## src/rtl/dma_icr_pkg.sv

```systemverilog
package dma_icr_pkg;

    localparam int NCH        = 7;
    localparam int TAG_W      = 6;
    localparam int GAP_W      = 9;
    localparam int WORD_W     = 32;
    localparam int FLAG_LSB   = 24;
    localparam int EN_LSB     = 16;
    localparam int GEN_BIT    = 23;
    localparam int BERR_BIT   = 15;
    localparam int SENT_BIT   = 31;
    localparam logic [7:0] ICR_OFFSET = 8'hF4;

    // Field order follows the bit positions software decodes.
    typedef struct packed {
        logic             sent;
        logic [NCH-1:0]   flag;
        logic             gen;
        logic [NCH-1:0]   en;
        logic             berr;
        logic [GAP_W-1:0] gap;
        logic [TAG_W-1:0] tag;
    } icr_word_t;

    typedef struct packed {
        icr_word_t word;
        logic      pulse;
    } icr_state_t;

endpackage

```

## src/rtl/dma_icr_flag_bank.sv

```systemverilog
module dma_icr_flag_bank #(
    parameter int N = 7
) (
    input  logic [N-1:0] flag_old,
    input  logic         wr,
    input  logic [N-1:0] clr_bits,
    input  logic [N-1:0] done,
    input  logic [N-1:0] en_new,
    output logic [N-1:0] flag_new
);
    for (genvar g = 0; g < N; g++) begin : g_chan
        logic kept;
        logic hit;
        always_comb begin
            kept        = flag_old[g] & ~(wr & clr_bits[g]);
            hit         = done[g] & en_new[g];
            flag_new[g] = kept | hit;   // completion wins over acknowledge
        end
    end
endmodule

```

## src/rtl/dma_icr_cond.sv

```systemverilog
module dma_icr_cond #(
    parameter int N = 7
) (
    input  logic         gen,
    input  logic         berr,
    input  logic [N-1:0] flag,
    output logic         cond
);
    always_comb begin
        cond = (gen & (|flag)) | berr;
    end
endmodule

```

## src/rtl/dma_icr_ctrl.sv

```systemverilog
module dma_icr_ctrl
    import dma_icr_pkg::*;
(
    input  logic                clk,
    input  logic                rst_n,
    input  logic                icr_wr,
    input  logic [WORD_W-1:0]   icr_wdata,
    input  logic [NCH-1:0]      chan_done,
    output logic [WORD_W-1:0]   icr_rdata,
    output logic                irq_req
);
    icr_state_t st_d, st_q;
    icr_word_t  wr_word;
    logic [NCH-1:0] en_nx;
    logic [NCH-1:0] flag_nx;
    logic           cond_nx;

    assign wr_word = icr_word_t'(icr_wdata);

    dma_icr_flag_bank #(.N(NCH)) u_flags (
        .flag_old (st_q.word.flag),
        .wr       (icr_wr),
        .clr_bits (wr_word.flag),
        .done     (chan_done),
        .en_new   (en_nx),
        .flag_new (flag_nx)
    );

    dma_icr_cond #(.N(NCH)) u_cond (
        .gen  (icr_wr ? wr_word.gen  : st_q.word.gen),
        .berr (icr_wr ? wr_word.berr : st_q.word.berr),
        .flag (flag_nx),
        .cond (cond_nx)
    );

    always_comb begin
        st_d  = st_q;
        en_nx = icr_wr ? wr_word.en : st_q.word.en;
        if (icr_wr) begin
            st_d.word.tag  = wr_word.tag;
            st_d.word.berr = wr_word.berr;
            st_d.word.en   = wr_word.en;
            st_d.word.gen  = wr_word.gen;
        end
        st_d.word.gap  = '0;
        st_d.word.flag = flag_nx;
        st_d.word.sent = cond_nx;
        st_d.pulse     = cond_nx & ~st_q.word.sent;
    end

    always_ff @(posedge clk or negedge rst_n) begin
        if (!rst_n) st_q <= '0;
        else        st_q <= st_d;
    end

    assign icr_rdata = st_q.word;
    assign irq_req   = st_q.pulse;
endmodule

```

## config.mk

```make
export PLATFORM = sky130hd
export DESIGN_NAME = dma_icr_ctrl
export DESIGN_NICKNAME = d
export VERILOG_FILES = /design/src/rtl/dma_icr_pkg.sv /design/src/rtl/dma_icr_flag_bank.sv /design/src/rtl/dma_icr_cond.sv /design/src/rtl/dma_icr_ctrl.sv
export SDC_FILE = /design/constraint.sdc
export NUM_CORES = 1
export LEC_CHECK = 0
export ABC_CLOCK_PERIOD_IN_PS = 1400
export BUFFER_PORTS_ARGS = -buffer_cell sky130_fd_sc_hd__buf_2
export CORE_MARGIN = 3
export CORE_UTILIZATION = 35
export DETAILED_ROUTE_END_ITERATION = 16
export PLACE_DENSITY = 0.74
export SYNTH_ARGS = -nofsm -noshare
export SYNTH_HDL_FRONTEND = slang
export SYNTH_HIERARCHICAL = 1
export SYNTH_SLANG_ARGS = --single-unit
```

## constraint.sdc

```tcl
create_clock -name clk -period 1.4 [get_ports clk]
set_input_delay 0.42 -clock clk [delete_from_list [all_inputs] [get_ports clk]]
set_output_delay 0.42 -clock clk [all_outputs]
set_load 0.01 [all_outputs]
```

# Word level (Yosys, flattened, before mapping)
# Index checks and enable logic that the tools add are counted.
[totals] out_inout_bits=33 in_bits=42 elab_cells=50 reg_bits=24
[classes] bitwise_logic=39 muxes=3 reduce_logical=1
[ops] operator="1-bit bitwise AND" n=23
[ops] operator="1-bit inverter" n=8
[ops] operator="1-bit bitwise OR" n=8
[ops] operator="7-bit 2-to-1 mux" n=1
[ops] operator="7-bit OR reduction" n=1
[ops] operator="1-bit 2-to-1 mux" n=2

# Depth between registers and ports, before layout
# Gate-level depths: netlist (run 1).
[logic_depth] word_depth=8 depth_mapped=7 ltp_nobuf=5

# Hierarchy
# The synthesis (run 1) kept the hierarchy.
[modules_own_cells] module="dma_icr_ctrl" n_inst=1 cells_per_inst=52 seq_area_each_um2=600.6 area_per_inst_um2=915.9
[modules_own_cells] module="dma_icr_flag_bank" n_inst=1 cells_per_inst=14 seq_area_each_um2=0.0 area_per_inst_um2=87.6
[modules_own_cells] module="dma_icr_cond" n_inst=1 cells_per_inst=4 seq_area_each_um2=0.0 area_per_inst_um2=21.3

# Worst setup path before layout (run 1)
# OpenSTA, ideal clock, no wires.
[synth_path] kind="in2reg" start="input port icr_wr" end="register st_q (netlist bit irq_req)" path_buffers=2 required_ns=1.279 setup_time_ns=0.121 path_slack_ns=-0.380 path_stages=7 t_arrival_ns=1.659 path_cell_list="buf_6 -> buf_12 -> mux2_4 -> a22o_1 -> nor4_1 -> a21oi_1 -> nor2b_1"
[synth_lines] item="start: declaration" line_no="dma_icr_ctrl.sv:6" source="input logic icr_wr,"
[synth_lines] item="end signal: assignment" line_no="dma_icr_ctrl.sv:53" source="else st_q <= st_d;"
[synth_lines] item="end: declaration" line_no="dma_icr_ctrl.sv:12" source="icr_state_t st_d, st_q;"

==> results.md, run 1 <==
* count of nets after finishing: 179
* combined global-route utilization of all metal layers: 15.1%
* wire length of the first global-routing pass: 3930 um
* Max H-tree Level: 1
* die width: 60.1 um
* highest achievable clock rate: 0.652 GHz
* growth of design area from synthesis to finish: 39.8%
* CP peak stage delay: 0.41 ns
* Period minus WS final: 1.53 ns
* number of placed instances with taps included: 161
* violations in the final reports: setup timing
* Data arrival, critical path: 1.74 ns
* number of diodes: 0
* total number of clock tree sinks: 24
* Pwr per Cell Area: 1060 nW/um^2
* Chip Height: 60.1 um
* Startpoint Class: register
* count of yosys warnings during synthesis: 6
* Worst path slowest cell: dfrtp_1
* number of setup violations in the final report: 2
* r2r startpoint: icr_rdata[16]
* Root Buffer: clkbuf_4
* post-DP HPWL: 1970 um
* Layout Skew: 0.00686 ns
* Die Outline Area: 3610 um^2
* Unique masters post-synth: 13
* number of top-level pins: 75
* met1 demand-to-capacity share in global routing: 15.9%
* Seq/Total Area, Yosys: 58.6%
* via-per-instance ratio: 4.74
* cell chain of the critical path: mux2_4 > a22o_1 > nor4_2 > a21oi_1 > nor2b_1
* final count of pins violating max slew: 0
* Hold Crit Class: input pin to asynchronous set/reset pin
* Routed Antenna Nets: 0
* setup repair after global routing missed its margin: true
* area of placed instances: 1360 um^2
* standard-cell row count: 18
* number of detailed-route iterations in the first pass: 4
* wire length after detailed routing: 2480 um
* endpoint of the worst-slack reg-to-reg timing path: irq_req
* Iter 0 DRT Violations: 9
* post-synthesis average cell area: 14.6 um^2
* number of buffers inserted by hold repair at cts: 0
* count of buffers from port buffering: 55
* Post-Syn Area: 1020 um^2
* routed length per instance: 15.0 um
* ratio of cells with drive above 1 in the final layout: 63.0%
* pin slew with the least headroom to its limit: 0.527 ns
* weighted congestion reported at the end of routability-driven placement: 0.804
* Placeable Area: 2640 um^2
* number of global-route vias before repair: 843
* part of the cycle the worst path needs: 110%
* buffer depth of the longest clock path: 2
* TritonCTS clock tree: yes
* total of fill cells in the finished design: 238
* post-route cell area: 1430 um^2
* met2 Track Usage GR: 27.5%
* number of standard cells after synthesis: 70
* pin count of the biggest net entering global routing: 25
* met3 GRT Util: 3.24%
* number of max-cap violations: 0
* kind of end point of the critical path: register
* initial core utilization: 38.9%
* final hold violations: 0
* leakage power summed over all cells: 0.760 nW
* Synth Register Bits: 24
* Clock Latency Late Sink: 0.31 ns
* busiest layer in global routing: met2
* Max FO, Critical Path: 2
* clock edge transition at the registers on the reported setup and hold paths: 0.12 ns
* result of the run: finished with violations
* detailed-route via count: 782
* number of antenna violations at the first check in global routing: 0
* worst reg2reg path depth: 5
* Worst slew margin: 64.9%
* final cell count without fillers: 165
* slack of the worst reg-to-reg path: -0.13 ns
* required arrival time at the worst endpoint: 1.61 ns
* IR Drop Worst-Case VDD: 0.837 mV
* WS Path Type: register to register
* total gr overflow: 0
* final worst slack: -0.133 ns
* number of design rule violations left after detail routing: 0
* number of buffers created by CTS: 3
[metal layers]
metal	up-vias	wire length (um)
met5	-	0
met3	7	172
met2	38	1330
li1	355	-
met4	0	70
met1	382	901
[sequential cells by signal, summed over array words and instances (netlist names)]
register / count
irq_req: 1
icr_rdata: 23
[cells in the mapped netlist]
cell type,n,share of area [%]
dfrtp_1,24,59
mux2_4,10,15
buf_4,9,6.6
a22o_1,7,6.0
nand2_1,7,2.6
mux2_2,5,5.5
nor4_1,2,1.2
a21oi_1,1,0.49
buf_12,1,2.0
buf_6,1,1.1
conb_1,1,0.37
nor2_1,1,0.37
nor2b_1,1,0.61
[power by group]
part | total, mW | switching (mW) | leakage (nW) | internal, mW
Combinational | 0.403 | 0.183 | 0.467 | 0.220
Sequential | 0.814 | 0.0416 | 0.278 | 0.772
Clock | 0.294 | 0.194 | 0.0138 | 0.101
Total | 1.51 | 0.419 | 0.760 | 1.09
[cells in the final DEF, fill, tap and decap left out, drive strengths merged]
| master | n |
|---|---|
| a21oi | 1 |
| a22o | 7 |
| buf | 65 |
| clkbuf | 3 |
| conb | 9 |
| dfrtp | 24 |
| mux2 | 15 |
| nand2 | 7 |
| nor2 | 1 |
| nor2b | 1 |
| nor4 | 2 |
[final cells by class]
| class | count | area [um^2] | share of cell area [%] |
|---|---|---|---|
| well taps | 30 | 37.5 | 2.62 |
| multi-input cells | 43 | 368 | 25.7 |
| flip-flops and latches | 24 | 601 | 41.9 |
| repair buffers | 65 | 404 | 28.2 |
| clock buffers | 3 | 22.5 | 1.57 |
[per-stage QoR]
stage	power, mW	hold slack (ns)	utilization [%]	setup slack (ns)	TNS [ns]
after floorplan	1.02	0.124	-	-0.366	-0.616
after global placement	1.19	0.413	51.7	-0.499	-1.02
after detailed placement	1.20	0.408	51.7	-0.546	-1.17
after CTS	1.51	0.0783	53.6	-0.149	-0.181
after global routing	1.60	0.104	54.4	-0.181	-0.315
final	1.51	0.0639	54.4	-0.133	-0.148
[critical path, delay by kind of cell, from the launching register on]
kind | cells | cell delay, ns
AOI/OAI and AO/OA | 2 | 0.35
DFF | 1 | 0.41
muxes | 1 | 0.28
and+or+nand+nor | 2 | 0.40
[logic make-up (layout without fill, tap and decap cells)]
kind of cell           after synthesis  in the layout  synth area share [%]
muxes                               15             15                  20.1
AOI/OAI and AO/OA                    8              8                  6.47
other                                1              9                 0.366
DFF                                 24             24                  58.6
buffers and inverters               11             68                  9.65
and+or+nand+nor                     11             11                  4.76
[what timing repair did]
| item | in CTS | in global routing |
|---|---|---|
| gates resized for setup | 4 | 4 |
| buffers inserted | 2 | 1 |
| cloned | 0 | 0 |
| endpoints found under the setup margin | 4 | 5 |
[worst max-delay path by stage]
stage              end  cells after the start     startpoint
6_report       irq_req                      5  icr_rdata[16]
3_3_place_gp   irq_req                      7         icr_wr
2_1_floorplan  irq_req                      7         icr_wr
4_1_cts        irq_req                      5  icr_rdata[16]
5_1_grt        irq_req                      5  icr_rdata[20]
3_5_place_dp   irq_req                      7         icr_wr
Note: power is estimated with default switching activity, not from simulation.
==> inputs of run 2 (changes only) <==
- BUFFER_PORTS_ARGS: -buffer_cell sky130_fd_sc_hd__buf_2 -> -buffer_cell sky130_fd_sc_hd__buf_4
- GPL_ROUTABILITY_DRIVEN: not set -> 0
==> run 2 against run 1 <==
Compared with the run above:
- the run still ends with setup timing left
- final cell count grew 2.4%
- clock skew rose by 0.00074 ns
- count of clock-buffer cells in the layout up 1
- critical path depth unchanged
- via count is 2.0% higher
- first-iteration DRC count stayed put
- register-to-register slack worse by 0.03 ns
- total power grew 11%
- combinational power up 22%
- critical endpoint unchanged
- largest cell class unchanged
- highest routed layer unchanged
==> results.md, run 2 (same netlist as run 1, synthesis figures left out) <==
* result of the run: finished with violations
* violations in the final reports: setup timing
* number of setup violations in the final report: 2
* routed length per instance: 15.0 um
* Post-Place Setup Slack: -0.494 ns
* number of top-level pins: 75
* kind of end point of the critical path: register
* crit-path leading delay family: simple AND/OR/NAND/NOR gates
* number of max-cap violations: 0
* setup TNS: -0.205 ns
* final count of pins violating max slew: 0
* Buf+Inv Stages, Crit Path: 0
* number of placed instances with taps included: 162
* Layout Skew: 0.00760 ns
* clock edge transition at the registers on the reported setup and hold paths: 0.13 ns
* final cell count without fillers: 169
* IR Drop Worst-Case VDD: 0.861 mV
* Data arrival, critical path: 1.79 ns
* Hold Crit Class: input pin to register
* number of global-route vias before repair: 859
* number of detailed-route iterations in the first pass: 2
* part of the cycle the worst path needs: 112%
* detailed-route via count: 798
* Period minus WS final: 1.56 ns
* CP peak stage delay: 0.40 ns
* number of antenna violations at the first check in global routing: 0
* standard-cell row count: 18
* WS Path Type: register to register
* highest achievable clock rate: 0.640 GHz
* via-per-instance ratio: 4.72
* final core utilization: 61.1%
* number of design rule violations left after detail routing: 0
* area of placed instances: 1480 um^2
* count of nets after finishing: 182
* flip-flop count of the largest register after layout: 23
* growth of design area from synthesis to finish: 57.1%
* Max H-tree Level: 1
* total gr overflow: 0
* Worst path slowest cell: dfrtp_1
* wire length of the first global-routing pass: 4040 um
* required arrival time at the worst endpoint: 1.63 ns
* Placeable Area: 2640 um^2
* Root Buffer: clkbuf_4
* final hold slack: 0.329 ns
* leakage power summed over all cells: 0.827 nW
* combined global-route utilization of all metal layers: 15.3%
* number of buffers created by CTS: 3
* count of buffers from port buffering: 55
* setup repair after global routing missed its margin: true
* post-DP HPWL: 1920 um
* TritonCTS clock tree: yes
* power consumption: 1.68 mW
* Iter 0 DRT Violations: 9
* wire length after detailed routing: 2540 um
* number of diodes: 0
* Max FO, Critical Path: 2
* post-route cell area: 1610 um^2
* Chip Height: 60.1 um
* cell chain of the critical path: mux2_4 > a22o_4 > nor4_4 > a21oi_1 > nor2b_1
* ratio of cells with drive above 1 in the final layout: 64.0%
* pin count of the biggest net entering global routing: 25
* leading cell type in the layout, fill and taps excluded: buf_4
* die width: 60.1 um
* final worst slack: -0.164 ns
* final hold violations: 0
* total number of clock tree sinks: 24
* Startpoint Class: register
* Clock Latency Late Sink: 0.32 ns
* buffer depth of the longest clock path: 2
* Pwr per Cell Area: 1040 nW/um^2
* commonest non-fill, non-tap cells in the layout: buf_4, dfrtp_1, mux2_4, buf_6, conb_1
* Routed Antenna Nets: 0
* Die Outline Area: 3610 um^2
* initial core utilization: 38.9%
[run 2: path summary, 6_finish.rpt]
kind	start	endpoint	depth (start not counted)	slack, ns
max in group asynchronous	rst_n	icr_rdata[28]	2	0.65
hold reg to reg	icr_rdata[31]	irq_req	1	0.46
setup / recovery	icr_rdata[18]	irq_req	5	-0.16
setup reg to reg	icr_rdata[18]	irq_req	5	-0.16
min in group asynchronous	rst_n	icr_rdata[30]	2	0.51
hold / removal	icr_wdata[1]	icr_rdata[1]	2	0.33
[run 2: what timing repair did]
item                                    4_1_cts  5_1_grt
hold buffers                                  1        0
endpoints found under the hold margin        24        0
pin swaps                                     0        3
setup buffers                                 0        2
endpoints found under the setup margin        6        7
gates resized for setup                       5        9
[run 2: layout make-up]
type,instances,area [um^2]
multi-input combinational,43,385
sequential,24,601
tap,30,37.5
timing repair buffer,68,551
clock buffer,4,36.3
fill,214,1020
[run 2: layer usage]
metal / global-route usage (%) / share of wire [%] / vias to the layer above
li1: - / - / 364
met1: 15.2 / 34 / 396
met3: 3.46 / 6.7 / 4
met2: 29.9 / 57 / 34
met5: 0 / 0 / -
met4: 5.70 / 1.5 / 0
[run 2: where the power goes]
part	switching, mW	total (mW)	internal, mW
Combinational	0.193	0.493	0.300
Sequential	0.0476	0.820	0.772
Clock	0.208	0.367	0.159
Total	0.448	1.68	1.23
